### config.mk
export PLATFORM = sky130hd
export DESIGN_NAME = pci_irq_router
export DESIGN_NICKNAME = d
export VERILOG_FILES = /design/src/rtl/pirq_pkg.sv /design/src/rtl/pirq_route_regs.sv /design/src/rtl/pirq_decode.sv /design/src/rtl/pirq_combine.sv /design/src/rtl/pci_irq_router.sv
export SDC_FILE = /design/constraint.sdc
export NUM_CORES = 1
export LEC_CHECK = 0
export ABC_CLOCK_PERIOD_IN_PS = 2750
export BUFFER_PORTS_ARGS = -buffer_cell sky130_fd_sc_hd__buf_2
export CAP_MARGIN = 20
export CORE_ASPECT_RATIO = 1.25
export CORE_UTILIZATION = 58
export DETAILED_ROUTE_END_ITERATION = 16
export PLACE_DENSITY = 0.85
export SKIP_CTS_REPAIR_TIMING = 1
export SLEW_MARGIN = 40
export SYNTH_ARGS = -nofsm -noshare
export SYNTH_HDL_FRONTEND = slang
export SYNTH_HIERARCHICAL = 1
export SYNTH_SLANG_ARGS = --single-unit
### constraint.sdc
create_clock -name clk -period 2.75 [get_ports clk]
set_clock_uncertainty 0.2 [all_clocks]
set_input_delay 0.275 -clock clk [delete_from_list [all_inputs] [get_ports clk]]
set_output_delay 0.275 -clock clk [all_outputs]
set_load 0.005 [all_outputs]
### src/rtl/pirq_pkg.sv
package pirq_pkg;
    typedef logic [7:0] route_t;

    localparam int ROUTE_DIS_BIT = 7;
    // Legacy targets reserved for system devices: 0, 1, 2, 8, 13
    localparam logic [15:0] RESERVED_IRQ_MASK = 16'h2107;
endpackage

### src/rtl/pirq_route_regs.sv
module pirq_route_regs
    import pirq_pkg::*;
#(
    parameter int NUM_LINES  = 4,
    parameter int RESET_MODE = 0,
    localparam int SEL_W     = (NUM_LINES > 1) ? $clog2(NUM_LINES) : 1
) (
    input  logic                     clk,
    input  logic                     rst,
    input  logic                     wr_en,
    input  logic [SEL_W-1:0]         wr_sel,
    input  route_t                   wr_data,
    output route_t [NUM_LINES-1:0]   route_q,
    output route_t [NUM_LINES-1:0]   route_d
);
    typedef struct packed {
        route_t [NUM_LINES-1:0] route;
    } regs_t;

    regs_t st_d, st_q;
    route_t [NUM_LINES-1:0] rst_val;

    genvar g;
    generate
        for (g = 0; g < NUM_LINES; g++) begin : g_rst
            if (RESET_MODE == 0) begin : g_mode0
                assign rst_val[g] = (g < 2) ? 8'h0A : 8'h0B;
            end else begin : g_mode1
                assign rst_val[g] = 8'h80;
            end
        end
    endgenerate

    always_comb begin
        st_d = st_q;
        if (rst) begin
            st_d.route = rst_val;
        end else if (wr_en) begin
            for (int i = 0; i < NUM_LINES; i++) begin
                if (wr_sel == SEL_W'(i)) st_d.route[i] = wr_data;
            end
        end
    end

    always_ff @(posedge clk) begin
        st_q <= st_d;
    end

    assign route_q = st_q.route;
    assign route_d = st_d.route;


    wr_store_chk: assert property (@(posedge clk) disable iff (rst)
        wr_en |=> route_q[$past(wr_sel)] == $past(wr_data));
endmodule

### src/rtl/pirq_decode.sv
module pirq_decode
    import pirq_pkg::*;
#(
    parameter int NUM_IRQ = 16,
    parameter logic [NUM_IRQ-1:0] EXCL_MASK = RESERVED_IRQ_MASK,
    localparam int IRQ_W = $clog2(NUM_IRQ)
) (
    input  route_t               route,
    output logic [NUM_IRQ-1:0]   sel
);
    logic          in_range;
    logic          enabled;
    logic [IRQ_W-1:0] target;

    always_comb begin
        target   = route[IRQ_W-1:0];
        in_range = ({1'b0, route[6:0]} < 8'(NUM_IRQ));
        enabled  = !route[ROUTE_DIS_BIT];
        sel      = '0;
        if (enabled && in_range && !EXCL_MASK[target]) begin
            sel[target] = 1'b1;
        end
    end
endmodule

### src/rtl/pirq_combine.sv
module pirq_combine #(
    parameter int NUM_LINES = 4,
    parameter int NUM_IRQ   = 16
) (
    input  logic                                clk,
    input  logic                                rst,
    input  logic [NUM_LINES-1:0]                line_lvl,
    input  logic [NUM_LINES-1:0][NUM_IRQ-1:0]   line_sel,
    output logic [NUM_IRQ-1:0]                  irq_q
);
    typedef struct packed {
        logic [NUM_IRQ-1:0] irq;
    } out_t;

    out_t o_d, o_q;

    always_comb begin
        o_d.irq = '0;
        if (!rst) begin
            for (int i = 0; i < NUM_LINES; i++) begin
                if (line_lvl[i]) o_d.irq = o_d.irq | line_sel[i];
            end
        end
    end

    always_ff @(posedge clk) begin
        o_q <= o_d;
    end

    assign irq_q = o_q.irq;


    quiet_inputs_chk: assert property (@(posedge clk) disable iff (rst)
        (line_lvl == '0) |=> (irq_q == '0));


    fanout_bound_chk: assert property (@(posedge clk) disable iff (rst)
        1'b1 |=> ($countones(irq_q) <= $countones($past(line_lvl))));
endmodule

### src/rtl/pci_irq_router.sv
module pci_irq_router
    import pirq_pkg::*;
#(
    parameter int NUM_LINES  = 4,
    parameter int NUM_IRQ    = 16,
    parameter int RESET_MODE = 0,
    localparam int SEL_W     = (NUM_LINES > 1) ? $clog2(NUM_LINES) : 1
) (
    input  logic                  clk,
    input  logic                  rst,
    input  logic                  rt_wr_en,
    input  logic [SEL_W-1:0]      rt_wr_sel,
    input  logic [7:0]            rt_wr_data,
    input  logic [NUM_LINES-1:0]  pci_int,
    output logic [NUM_IRQ-1:0]    legacy_irq
);
    route_t [NUM_LINES-1:0]             route_q;
    route_t [NUM_LINES-1:0]             route_d;
    logic   [NUM_LINES-1:0][NUM_IRQ-1:0] line_sel;

    pirq_route_regs #(
        .NUM_LINES  (NUM_LINES),
        .RESET_MODE (RESET_MODE)
    ) i_regs (
        .clk     (clk),
        .rst     (rst),
        .wr_en   (rt_wr_en),
        .wr_sel  (rt_wr_sel),
        .wr_data (rt_wr_data),
        .route_q (route_q),
        .route_d (route_d)
    );

    genvar g;
    generate
        for (g = 0; g < NUM_LINES; g++) begin : g_dec
            pirq_decode #(
                .NUM_IRQ   (NUM_IRQ),
                .EXCL_MASK (NUM_IRQ'(RESERVED_IRQ_MASK))
            ) i_dec (
                .route (route_d[g]),
                .sel   (line_sel[g])
            );
        end
    endgenerate

    pirq_combine #(
        .NUM_LINES (NUM_LINES),
        .NUM_IRQ   (NUM_IRQ)
    ) i_comb (
        .clk      (clk),
        .rst      (rst),
        .line_lvl (pci_int),
        .line_sel (line_sel),
        .irq_q    (legacy_irq)
    );


    reserved_quiet_chk: assert property (@(posedge clk) disable iff (rst)
        1'b1 |=> ((legacy_irq & NUM_IRQ'(RESERVED_IRQ_MASK)) == '0));


    disabled_line_chk: assert property (@(posedge clk) disable iff (rst)
        (route_q[0][ROUTE_DIS_BIT] && !rt_wr_en && pci_int == 4'b0001)
        |=> (legacy_irq == '0));


    sel_onehot_chk: assert property (@(posedge clk) disable iff (rst)
        $onehot0(line_sel[0]) && $onehot0(line_sel[NUM_LINES-1]));
endmodule

==> impl_metrics.tcl <==
set metrics [dict create \
    core.rowCount 27 \
    synth_area_leader_cell "dfxtp_1" \
    antenna_left 0 \
    power_uw 1380 \
    yosys.area_share.simple_pct 27.6 \
    arrival_ns 2.36 \
    min_path_type "input port to flop" \
    syn-cell-area_um2 2710 \
    drv_slew 0 \
    grt_start_max_net_pins 20 \
    die_height_um 78.5 \
    ctsHtreeMaxLevel 2 \
    gp_congestion 0.855 \
    synth-xor-area-share_pct 0 \
    synthTopCellsByArea "dfxtp_1, mux2i_1, nand2b_1" \
    leakagePower_uw 0.00121 \
    finalCriticalPeriod_ns 2.33 \
    relSlewSlack_pct 56.7 \
    numCtsBuffers 5 \
    crit_chain "buf_2 > or3b_1 > buf_4 > mux2i_1 > or4_4 > nor4_1 > a22oi_1 > a21oi_1" \
    setup_violations 0 \
    core_um2 4460 \
    crit_slowest_cell "or4_4" \
    min_to "i_regs/route_q[6]" \
    cts_tree "yes" \
    yosysUniqueCellTypes 24 \
    hold_ws_ns 0.169 \
    worst_pin_slew_ns 0.631 \
    crit_path_end_kind "flop" \
    areaGrowthSynthToFinish_pct 5.67 \
    dp_hpwl_mm 4.23 \
    io_buffers 32 \
    grt_setup_unrepaired "false" \
    critical_path.max_stage_delay_ns 0.51 \
    cp-start-kind "input port" \
    detail_route.iter0.violations 129 \
    required_ns 2.78 \
    yosys_warnings 6 \
    power_density_nw_per_um2 482 \
    route.detailed.drc 0 \
    synth_compound_area_share_pct 12.5 \
    finalCritPeriodShare_pct 84.7 \
    synth_top_family_by_area "simple AND/OR/NAND/NOR gates" \
    tns_ns 0 \
    layout_commonest_cell "dfxtp_1" \
    synth_seq_cells 48 \
    drive_gt1_share_pct 20.5 \
    final_net_count 333 \
    hold_path.startpoint "rt_wr_data[6]" \
    wl_per_cell_um 15.2 \
    path_clk_slew_ns 0.09 \
    start_util_pct 60.8 \
    worstPathMaxFanout 11 \
    multi_input_area_um2 1490 \
    grt_pass1_wl_mm 9.07 \
    syn_area_per_cell_um2 9.39 \
    clockRootBuffer "clkbuf_8" \
    num_io_pins 33 \
    diodes 0 \
    hold_viol_final 0 \
    min_path_cells 3 \
    yosysSeqAreaShare_pct 35.4 \
    synthMuxAreaShare_pct 11.8 \
    grt_pass1_vias 1962 \
    fin_ws_ns 0.420 \
    wl_mm 5.71 \
    r2r-end "i_comb/irq_q[9]" \
    final_cell_mix "dfxtp_1, nand2b_1, mux2i_1, buf_2, nor3_1" \
    reg2reg_from "i_regs/route_q[28]" \
    peakVddDrop_mv 0.380 \
    dieArea_um2 4960 \
    via_count 2126 \
    clk_latency_ns 0.30 \
    antenna_found_initial 0 \
    seq_area_um2 961 \
    max-clock-path-buffers 2 \
    grt_use_total_pct 23.6 \
    synth_fa_ha_area_share_pct 0 \
    synth_top_area_share_pct 35.4 \
    rr_worst_depth 6 \
    maxCapViolations 0 \
    drtPass1Iterations 4 \
    cts.sinks 48 \
    nFillCells 402 \
    via_per_inst 5.67 \
    syn_inst 289 \
    place_worst_setup_slack_ns 0.137 \
    gr-total-overflow 0 \
    regToRegSetupSlack_ns 0.76 \
    critPathKind "input port to flop" \
    outcome "finished clean" \
    max_freq_mhz 429 \
    chipWidth_um 63.2 \
]
Yosys cell counts:
master / instances
nor4_1: 8
nor4b_1: 1
nand2b_1: 43
a21oi_1: 16
buf_4: 21
nand2_1: 8
a22oi_2: 4
nor3_1: 30
buf_8: 1
a22oi_1: 28
buf_2: 3
or4_4: 4
nand3b_1: 1
conb_1: 4
nor2_1: 13
and3b_1: 2
mux2i_1: 32
nor4_4: 4
nor4b_4: 1
clkbuf_1: 4
dfxtp_1: 48
buf_6: 11
or3b_1: 1
nand3_1: 1
routing by layer:
layer  track usage (%)  vias up  part of all wire, %
li1                  -     1053                    -
met1              27.8      989                   43
met2              41.5       69                   50
met3              4.07       15                  3.8
met4              10.2        0                  2.3
met5                 0        -                    0
power by group:
part | internal, uW | leakage (uW) | switching, uW
Sequential | 722 | 0.000392 | 6.72
Combinational | 83.4 | 0.000777 | 131
Clock | 204 | 0.0000434 | 235
Total | 1010 | 0.00121 | 373
final cells by class:
class | count | share of cell area (%)
multi-input combinational | 217 | 51.8
tap | 58 | 2.53
clock inverter | 2 | 0.524
sequential | 48 | 33.5
timing repair buffer | 44 | 8.73
clock buffer | 6 | 2.88
cells by family after synthesis:
kind of cell,count (synthesis)
AO/OA/AOI/OAI,48
buffers and inverters,40
flip-flops,48
multiplexers,32
other,4
AND/OR/NAND/NOR,117
stage by stage:
step / std cells / util [%] / area, um^2
final: 375 / 64.3 / 2870
after global routing: 375 / 64.3 / 2870
after CTS: 375 / 64.3 / 2870
after detailed placement: 367 / 62.1 / 2770
after global placement: 367 / 62.1 / 2770
after floorplan: 305 / - / 2770
worst max-delay path: cells and delay by family:
kind,cells,cell delay [ns]
simple gates,3,1.31
buf+inv,2,0.33
compound gates,2,0.30
mux,1,0.13
worst max path at each step:
stage,from,to,slack (ns),cells past startpoint
final,rt_wr_sel[1],i_comb/irq_q[12],0.42,8
after global placement,rt_wr_sel[1],i_comb/irq_q[12],0.14,8
after CTS,rt_wr_sel[1],i_comb/irq_q[12],0.43,8
after global routing,rt_wr_sel[0],i_comb/irq_q[4],0.34,7
after floorplan,rt_wr_sel[1],i_comb/irq_q[4],0.41,8
after detailed placement,rt_wr_sel[1],i_comb/irq_q[12],0.14,8
sequential cells by signal, indices dropped and copies added (netlist names):
register and cells:
i_comb/irq_q 16, i_regs/route_q 32
(Power assumes the default switching activity.)
